--- src/rtl/scr_pkg.sv ---
package scr_pkg;

  localparam int WORD_W  = 8;
  localparam int NCH     = 2;
  localparam int REF_W   = 2;
  localparam int REF_N   = 3;
  localparam int MODE_W  = 2;
  localparam int SEL_LSB = WORD_W - 2;

  typedef enum logic [1:0] {
    DST_REF = 2'b00,
    DST_CHA = 2'b01,
    DST_CHB = 2'b10,
    DST_AUX = 2'b11
  } dst_e;

  // Lower six bits of a channel word, D5 down to D0.
  typedef struct packed {
    logic [MODE_W-1:0] mode;
    logic              dir;
    logic              prst;
    logic              hold;
    logic              en;
  } ch_word_t;

  // Lower bits of the auxiliary word, D3 down to D0.
  typedef struct packed {
    logic       aux_dir;
    logic       aux_en;
    logic [1:0] decay;
  } aux_word_t;

endpackage

--- src/rtl/scr_sync.sv ---
module scr_sync #(
  parameter int W      = 1,
  parameter int STAGES = 2
) (
  input  logic         clk,
  input  logic         rst_n,
  input  logic [W-1:0] d,
  output logic [W-1:0] q
);

  logic [STAGES-1:0][W-1:0] chain_q;
  logic [STAGES-1:0][W-1:0] chain_d;

  generate
    if (STAGES == 1) begin : g_one
      always_comb chain_d[0] = d;
    end else begin : g_many
      always_comb begin
        chain_d[0] = d;
        for (int s = 1; s < STAGES; s++) chain_d[s] = chain_q[s-1];
      end
    end
  endgenerate

  always_ff @(posedge clk or negedge rst_n) begin
    if (!rst_n) chain_q <= '0;
    else        chain_q <= chain_d;
  end

  assign q = chain_q[STAGES-1];

endmodule

--- src/rtl/scr_shift.sv ---
module scr_shift
  import scr_pkg::*;
(
  input  logic              clk,
  input  logic              rst_n,
  input  logic              sclk_s,
  input  logic              sdat_s,
  input  logic              stb_s,
  output logic              word_vld_o,
  output logic [WORD_W-1:0] word_o
);

  logic              sclk_dq, stb_dq;
  logic [WORD_W-1:0] shreg_q, shreg_d;
  logic [WORD_W-1:0] word_q, word_d;
  logic              vld_q, vld_d;
  logic              sclk_rise, stb_rise, shift_en;

  always_comb begin
    sclk_rise = sclk_s & ~sclk_dq;
    stb_rise  = stb_s & ~stb_dq;
    shift_en  = sclk_rise & ~stb_s;
  end

  // Next-state logic: LSB-first shift, word capture on strobe rise.
  always_comb begin
    shreg_d = shreg_q;
    if (shift_en) shreg_d = {sdat_s, shreg_q[WORD_W-1:1]};
    word_d  = word_q;
    vld_d   = 1'b0;
    if (stb_rise) begin
      word_d = shreg_q;
      vld_d  = 1'b1;
    end
  end

  always_ff @(posedge clk or negedge rst_n) begin
    if (!rst_n) begin
      sclk_dq <= 1'b0;
      stb_dq  <= 1'b0;
      shreg_q <= '0;
      word_q  <= '0;
      vld_q   <= 1'b0;
    end else begin
      sclk_dq <= sclk_s;
      stb_dq  <= stb_s;
      shreg_q <= shreg_d;
      word_q  <= word_d;
      vld_q   <= vld_d;
    end
  end

  assign word_vld_o = vld_q;
  assign word_o     = word_q;


  shreg_frozen_chk: assert property (@(posedge clk) disable iff (!rst_n)
    stb_s |=> $stable(shreg_q));


  vld_single_chk: assert property (@(posedge clk) disable iff (!rst_n)
    word_vld_o |=> !word_vld_o);

endmodule

--- src/rtl/scr_regbank.sv ---
module scr_regbank
  import scr_pkg::*;
(
  input  logic                    clk,
  input  logic                    rst_n,
  input  logic                    word_vld,
  input  logic [WORD_W-1:0]       word,
  input  logic [NCH-1:0]          step_s,
  output logic [REF_N*REF_W-1:0]  ref_sel_o,
  output logic [NCH-1:0]          out_en_o,
  output logic [NCH-1:0]          hold_o,
  output logic [NCH-1:0]          pos_rst_o,
  output logic [NCH-1:0]          dir_o,
  output logic [NCH*MODE_W-1:0]   exc_mode_o,
  output logic [NCH-1:0]          decay_o,
  output logic                    aux_en_o,
  output logic                    aux_dir_o
);

  dst_e      dst;
  ch_word_t  cw;
  aux_word_t aw;
  logic      wr_ref, wr_aux;
  logic [NCH-1:0] wr_ch;
  logic [NCH-1:0] step_dq, step_rise;

  always_comb begin
    dst    = dst_e'(word[WORD_W-1:SEL_LSB]);
    cw     = ch_word_t'(word[$bits(ch_word_t)-1:0]);
    aw     = aux_word_t'(word[$bits(aux_word_t)-1:0]);
    wr_ref = word_vld & (dst == DST_REF);
    wr_aux = word_vld & (dst == DST_AUX);
    wr_ch[0] = word_vld & (dst == DST_CHA);
    wr_ch[1] = word_vld & (dst == DST_CHB);
    step_rise = step_s & ~step_dq;
  end

  always_ff @(posedge clk or negedge rst_n) begin
    if (!rst_n) step_dq <= '0;
    else        step_dq <= step_s;
  end

  // Reference and auxiliary registers: commit at the strobe.
  logic [REF_N*REF_W-1:0] ref_q, ref_d;
  aux_word_t              aux_q, aux_d;

  always_comb begin
    ref_d = ref_q;
    if (wr_ref) ref_d = word[REF_N*REF_W-1:0];
    aux_d = aux_q;
    if (wr_aux) aux_d = aw;
  end

  always_ff @(posedge clk or negedge rst_n) begin
    if (!rst_n) begin
      ref_q <= '0;
      aux_q <= '0;
    end else begin
      ref_q <= ref_d;
      aux_q <= aux_d;
    end
  end

  assign ref_sel_o = ref_q;
  assign decay_o   = aux_q.decay;
  assign aux_en_o  = aux_q.aux_en;
  assign aux_dir_o = aux_q.aux_dir;


  ref_stable_chk: assert property (@(posedge clk) disable iff (!rst_n)
    !word_vld |=> $stable(ref_sel_o));

  // Stepping channels: immediate fields plus a pending slot.
  generate
    for (genvar i = 0; i < NCH; i++) begin : g_ch
      logic              en_q, en_d, hold_q, hold_d, prst_q, prst_d;
      logic              pv_q, pv_d, pdir_q, pdir_d, dir_q, dir_d;
      logic [MODE_W-1:0] pmode_q, pmode_d, mode_q, mode_d;

      always_comb begin
        en_d    = en_q;
        hold_d  = hold_q;
        prst_d  = prst_q;
        pv_d    = pv_q;
        pdir_d  = pdir_q;
        pmode_d = pmode_q;
        dir_d   = dir_q;
        mode_d  = mode_q;
        // Step edge applies whatever was pending before this cycle.
        if (step_rise[i] && pv_q) begin
          dir_d  = pdir_q;
          mode_d = pmode_q;
          pv_d   = 1'b0;
        end
        if (wr_ch[i]) begin
          en_d    = cw.en;
          hold_d  = cw.hold;
          prst_d  = cw.prst;
          pv_d    = 1'b1;
          pdir_d  = cw.dir;
          pmode_d = cw.mode;
        end
      end

      always_ff @(posedge clk or negedge rst_n) begin
        if (!rst_n) begin
          en_q    <= 1'b0;
          hold_q  <= 1'b0;
          prst_q  <= 1'b0;
          pv_q    <= 1'b0;
          pdir_q  <= 1'b0;
          pmode_q <= '0;
          dir_q   <= 1'b0;
          mode_q  <= '0;
        end else begin
          en_q    <= en_d;
          hold_q  <= hold_d;
          prst_q  <= prst_d;
          pv_q    <= pv_d;
          pdir_q  <= pdir_d;
          pmode_q <= pmode_d;
          dir_q   <= dir_d;
          mode_q  <= mode_d;
        end
      end

      assign out_en_o[i]                     = en_q;
      assign hold_o[i]                       = hold_q;
      assign pos_rst_o[i]                    = prst_q;
      assign dir_o[i]                        = dir_q;
      assign exc_mode_o[i*MODE_W +: MODE_W]  = mode_q;


      dir_wait_chk: assert property (@(posedge clk) disable iff (!rst_n)
        !step_rise[i] |=> ($stable(dir_o[i]) && $stable(exc_mode_o[i*MODE_W +: MODE_W])));


      pend_clear_chk: assert property (@(posedge clk) disable iff (!rst_n)
        (step_rise[i] && !wr_ch[i]) |=> !pv_q);


      imm_stable_chk: assert property (@(posedge clk) disable iff (!rst_n)
        !word_vld |=> ($stable(out_en_o[i]) && $stable(hold_o[i])));
    end
  endgenerate

endmodule

--- src/rtl/scr_ctrl.sv ---
module scr_ctrl
  import scr_pkg::*;
#(
  parameter int SYNC_STAGES = 2
) (
  input  logic       clk,
  input  logic       rst_n,
  input  logic       ser_clk_i,
  input  logic       ser_dat_i,
  input  logic       ser_stb_i,
  input  logic [1:0] step_clk_i,
  output logic [5:0] ref_sel_o,
  output logic [1:0] out_en_o,
  output logic [1:0] hold_o,
  output logic [1:0] pos_rst_o,
  output logic [1:0] dir_o,
  output logic [3:0] exc_mode_o,
  output logic [1:0] decay_o,
  output logic       aux_en_o,
  output logic       aux_dir_o
);

  localparam int IN_W = 3 + NCH;

  // Reset: asserted asynchronously, released on a clock edge.
  logic [1:0] rst_sync_q;
  logic       rst_n_s;

  always_ff @(posedge clk or negedge rst_n) begin
    if (!rst_n) rst_sync_q <= '0;
    else        rst_sync_q <= {rst_sync_q[0], 1'b1};
  end
  assign rst_n_s = rst_sync_q[1];

  logic [IN_W-1:0] raw_in, sync_in;
  assign raw_in = {step_clk_i, ser_stb_i, ser_dat_i, ser_clk_i};

  scr_sync #(.W(IN_W), .STAGES(SYNC_STAGES)) u_sync (
    .clk   (clk),
    .rst_n (rst_n_s),
    .d     (raw_in),
    .q     (sync_in)
  );

  logic              word_vld;
  logic [WORD_W-1:0] word;

  scr_shift u_shift (
    .clk        (clk),
    .rst_n      (rst_n_s),
    .sclk_s     (sync_in[0]),
    .sdat_s     (sync_in[1]),
    .stb_s      (sync_in[2]),
    .word_vld_o (word_vld),
    .word_o     (word)
  );

  scr_regbank u_regs (
    .clk        (clk),
    .rst_n      (rst_n_s),
    .word_vld   (word_vld),
    .word       (word),
    .step_s     (sync_in[IN_W-1:3]),
    .ref_sel_o  (ref_sel_o),
    .out_en_o   (out_en_o),
    .hold_o     (hold_o),
    .pos_rst_o  (pos_rst_o),
    .dir_o      (dir_o),
    .exc_mode_o (exc_mode_o),
    .decay_o    (decay_o),
    .aux_en_o   (aux_en_o),
    .aux_dir_o  (aux_dir_o)
  );


  reset_zero_chk: assert property (@(posedge clk)
    !rst_n_s |-> (ref_sel_o == '0 && dir_o == '0 && out_en_o == '0 && exc_mode_o == '0));

endmodule

--- config.mk ---
export PLATFORM = sky130hd
export DESIGN_NAME = scr_ctrl
export DESIGN_NICKNAME = d
export VERILOG_FILES = /design/src/rtl/scr_pkg.sv /design/src/rtl/scr_sync.sv /design/src/rtl/scr_shift.sv /design/src/rtl/scr_regbank.sv /design/src/rtl/scr_ctrl.sv
export SDC_FILE = /design/constraint.sdc
export NUM_CORES = 1
export LEC_CHECK = 0
export BUFFER_PORTS_ARGS = -buffer_cell sky130_fd_sc_hd__clkbuf_2
export CAP_MARGIN = 20
export CELL_PAD_IN_SITES_DETAIL_PLACEMENT = 0
export CELL_PAD_IN_SITES_GLOBAL_PLACEMENT = 1
export CORE_AREA = 2 2 99 101
export CTS_CLUSTER_DIAMETER = 60
export CTS_CLUSTER_SIZE = 25
export DETAILED_ROUTE_END_ITERATION = 10
export DIE_AREA = 0 0 101 103
export PLACE_DENSITY = 0.54
export SLEW_MARGIN = 20
export SYNTH_ARGS = -nofsm -noshare
export SYNTH_HDL_FRONTEND = slang
export SYNTH_SLANG_ARGS = --single-unit
--- constraint.sdc ---
create_clock -name clk -period 6.1 [get_ports clk]
set_clock_uncertainty 0.15 [all_clocks]
set_input_delay 1.22 -clock clk [delete_from_list [all_inputs] [get_ports clk]]
set_output_delay 1.22 -clock clk [all_outputs]
set_load 0.03 [all_outputs]
======== Word level (Yosys, flattened, before mapping) ========
Cells that the tools add are included.
storage, ports and cells
  register bits after elaboration ......... 63
  input port bits ......................... 7
  output and inout port bits .............. 22
  word-level logic and storage cells ...... 54
cells by class
  equal/unequal tests ..................... 3
  muxes and demuxes ....................... 5
  bitwise operators ....................... 12
  reduce and logical (&&, ||, !) cells .... 5
operators by type and width
  operator                                        number
  AND 1 bit                                       7
  two-way mux 1 bit                               5
  == test 2 bit (second input constant)           2
  nonzero test 2 bit                              2
  inverter 1 bit                                  3
  AND 2 bit                                       1
  == test 2 x 1 -> 1 bit (second input constant)  1
  logical AND 1 bit                               2
  logical NOT 2 bit                               1
  inverter 2 bit                                  1

======== Longest topological paths before layout ========
  word-level depth ........................ 5
  mapped depth ............................ 3
  gate-level depth less buffers ........... 2

======== Hierarchy ========
A second synthesis with hierarchy kept.
unflattened totals
  cells, all modules ...................... 131
  area total of the unflattened synthesis .. 2259.7 um2
by module, submodules not included
  module       instances  cells an instance  area an instance (um2)  sequential area each (um2)
  scr_regbank  1          80                 1267.5                  800.8
  scr_shift    1          38                 688.2                   475.5
  scr_sync     1          10                 250.2                   250.2
  scr_ctrl     1          3                  53.8                    50.0

======== Worst setup path before layout ========
OpenSTA, ideal clock, no wires.
  path kind ............................... reg-to-output
  from .................................... register u_regs.g_ch[0].dir_q
  to ...................................... output dir_o[0]
  arrival ................................. 0.507 ns
  slack ................................... 4.223 ns
  stages on the path, launching flop included .. 2
  path buffers ............................ 1
  cells stage by stage .................... dfrtp_1 > buf_4
RTL lines
  element                 line                source
  start, declared         scr_regbank.sv:77   logic pv_q, pv_d, pdir_q, pdir_d, dir_q, dir_d;
  start signal, assigned  scr_regbank.sv:122  dir_q <= dir_d;
  end, declared           scr_ctrl.sv:16      output logic [1:0] dir_o,
No word-level cell between the ends.

======== Worst setup path after layout ========
  from .................................... register u_regs.g_ch[1].dir_q
  to ...................................... output dir_o[1]
RTL lines
  element                 line
  start, declared         scr_regbank.sv:77
  start signal, assigned  scr_regbank.sv:122
No word-level cell between the ends.

==> impl_metrics.yaml <==
yosys:
  synthCells: 132
  syn_nets: 139
  yosysSeqAreaShare_pct: 69.73
  netlist_area_um2: 2261
  ys_ff_latch: 63
  syn_avg_cell_area_um2: 17.13
  ys_warn_count: 0
  synthDistinctLibCells: 13
setup_path:
  worst-path-stages: 1
  crit_end: "dir_o[1]"
  crit_chain: "clkbuf_2"
  cp_num_buf_inv: 1
  cp-end-kind: "output port"
  crit_family: "flip-flops"
  worstReg2RegStart: "u_sync.q[2]"
  rr_endpoint: "u_shift.shreg_q[0]"
  crit_arrival_ns: 0.91
  max_stage_delay_ns: 0.39
  crit_fanout: 2
  r2r_slack_ns: 4.59
  reg2reg_depth: 2
  critPathSlowestCell: "dfrtp_1"
  crit_type: "flip-flop to output port"
  cp-start-kind: "flip-flop"
  worstPathRequired_ns: 4.73
  crit_start: "u_regs.g_ch[1].dir_q"
place:
  io_buffers: 28
  dp_hpwl_um: 2374
  place.gp.congestion: 0.6415
flow_run:
  maxCapViolCount: 0
timing:
  max_clock_freq_mhz: 439.2
  setup_viol: 0
  slew_headroom_pct: 61.71
  finalMaxSlewViolations: 0
  min_period_ns: 2.277
  worst_pin_slew_ns: 0.5744
  fin_crit_sh_pct: 37.32
  hold_violations: 0
  tns_ns: 0
  rsz0062_at_grt: "false"
detailed_routing:
  first_pass_iters: 3
  wire_per_inst_um: 12.64
  viasPerCell: 3.986
  drc: 0
  vias: 1124
  totalWireLength_um: 3565
  final_antenna_net_count: 0
  drt_iter0_drc: 23
finish:
  antenna_cells: 0
  nFillCells: 968
  areaGrowthSynthToFinish_pct: 17.82
  drive_gt1_share_pct: 54.76
  finish.net_count: 170
global_route:
  antenna_found_initial: 0
  grt_util_met1_pct: 9.880
  grt_pass1_vias: 1108
  track_usage_pct: 7.731
  use_met2_pct: 10.51
  grt_pass1_wl_um: 5816
  overflow: 0
  grt_util_met3_pct: 4.136
  busiest_layer: "met2"
  grt_max_degree: 46
clocking:
  postCtsSetupBuffers: 0
  ctsResizeCount: 0
  cts_tree: "done"
  clockBufferDepth: 2
  path_clk_slew_ns: 0.07
  insertion_delay_ns: 0.33
  cts-root-buf: "clkbuf_8"
  cts_buffers: 9
  cts_sinks: 63
  cts_hold_buf: 0
  htree_levels: 3
floorplan:
  ios: 29
  die_x_um: 101
  dieArea_um2: 10400
  initial_utilization_pct: 23.90
  core-area_um2: 9459
  die_h_um: 103
  rows: 36
run_status:
  status: "finished clean"
power:
  leakagePower_nw: 1.291
  power_mw: 1.241
  powerDensity_nw_per_um2: 466.0
  vdd_ir_drop_max_uv: 102.5
worst_hold_path:
  hp-class: "flip-flop to async pin"
==> metal layers <==
metal,vias to the layer above,part of all wire [%]
met5,-,0
met4,0,2.1
met3,7,6.5
met2,28,43
met1,579,48
li1,510,-
==> synthesized netlist by cell type <==
master / instances / area, µm²
mux2_2: 44 / 495.5
nand3b_1: 2 / 15.01
nand3b_2: 2 / 22.52
nand2b_1: 1 / 6.260
conb_1: 1 / 3.750
nor3b_4: 2 / 37.54
buf_2: 1 / 5.000
dfrtp_1: 63 / 1577
buf_4: 8 / 60.06
inv_1: 3 / 11.26
nor2b_1: 2 / 12.51
nand3_1: 1 / 5.000
o21ai_0: 2 / 10.01
==> placed cells by master, fill, tap and decap left out, types with 2 or more instances in the layout <==
cell type  netlist  layout
dfrtp_1         63      62
mux2_2          44      44
clkbuf_2         0      28
clkbuf_8         0      11
inv_1            3       3
nor3b_4          2       2
nand3b_1         2       2
nand3b_2         2       2
nor2b_1          2       2
o21ai_0          2       2
clkbuf_1         0       2
clkinv_2         0       2
==> cell type report <==
class                   count  area, µm²  share of cell area (%)
multi-input cells          57      608.1                   22.83
flip-flops and latches     63       1578                   59.23
well taps                 114      142.6                   5.355
clock inverters             3      17.52                  0.6576
clock buffers              13      158.9                   5.965
inverters                   3      11.26                  0.4227
repair buffers             29      147.6                   5.543
==> worst min path at each step <==
stage | to | slack [ns] | cells past startpoint
5_1_grt | u_regs.g_ch[0].mode_q[0] | 0.06 | 0
2_1_floorplan | rst_sync_q[1] | 0.18 | 0
3_5_place_dp | u_sync.chain_d[9] | 0.04 | 0
3_3_place_gp | u_sync.chain_d[9] | 0.04 | 0
6_report | u_regs.g_ch[0].mode_q[0] | 0.03 | 0
4_1_cts | u_sync.chain_d[9] | 0.05 | 0
==> logic make-up after synthesis <==
logic type | share of synthesized area (%)
buffers and inverters | 3.376
and+or+nand+nor | 4.372
muxes | 21.91
AOI/OAI and AO/OA | 0.4427
DFF | 69.73
other | 0.1659
==> registers in the layout (all words and copies together) (netlist names), 2 cells and up <==
signal / count
u_regs.g_ch.mode_q: 4
u_shift.word_o: 8
rst_sync_q: 2
u_shift.shreg_q: 8
u_regs.g_ch.en_q: 2
u_regs.g_ch.pmode_q: 4
u_regs.ref_sel_o: 6
u_regs.g_ch.pv_q: 2
u_regs.decay_o: 2
u_regs.g_ch.pdir_q: 2
u_regs.g_ch.dir_q: 2
u_sync.chain_d: 5
u_regs.g_ch.prst_q: 2
u_sync.q: 5
u_regs.step_dq: 2
u_regs.g_ch.hold_q: 2
==> worst reg2reg max path, delay by kind of cell, from the launching register on <==
family,cells,cell delay [ns]
and+or+nand+nor,1,0.43
DFF,1,0.42
muxes,1,0.38
==> through the flow <==
step           setup WS (ns)  hold WS (ns)  utilization [%]  cells  cell area, µm²
2_1_floorplan          4.066        0.1812                -    132            2261
3_3_place_gp           4.168       0.04311            26.30    266            2487
3_5_place_dp           4.167       0.04235            26.30    266            2487
4_1_cts                3.796       0.04904            28.16    282            2664
5_1_grt                3.768       0.06422            28.16    282            2664
6_report               3.823       0.02752            28.16    282            2664
==> report_power, final <==
part	internal [mW]	total (mW)	switching, mW	leakage, nW
clock network	0.169	0.320	0.151	0.0894
logic	0.132	0.295	0.163	0.403
registers	0.540	0.626	0.0867	0.799
total	0.840	1.24	0.401	1.29
No activity file was read; power rests on OpenSTA's default activity.
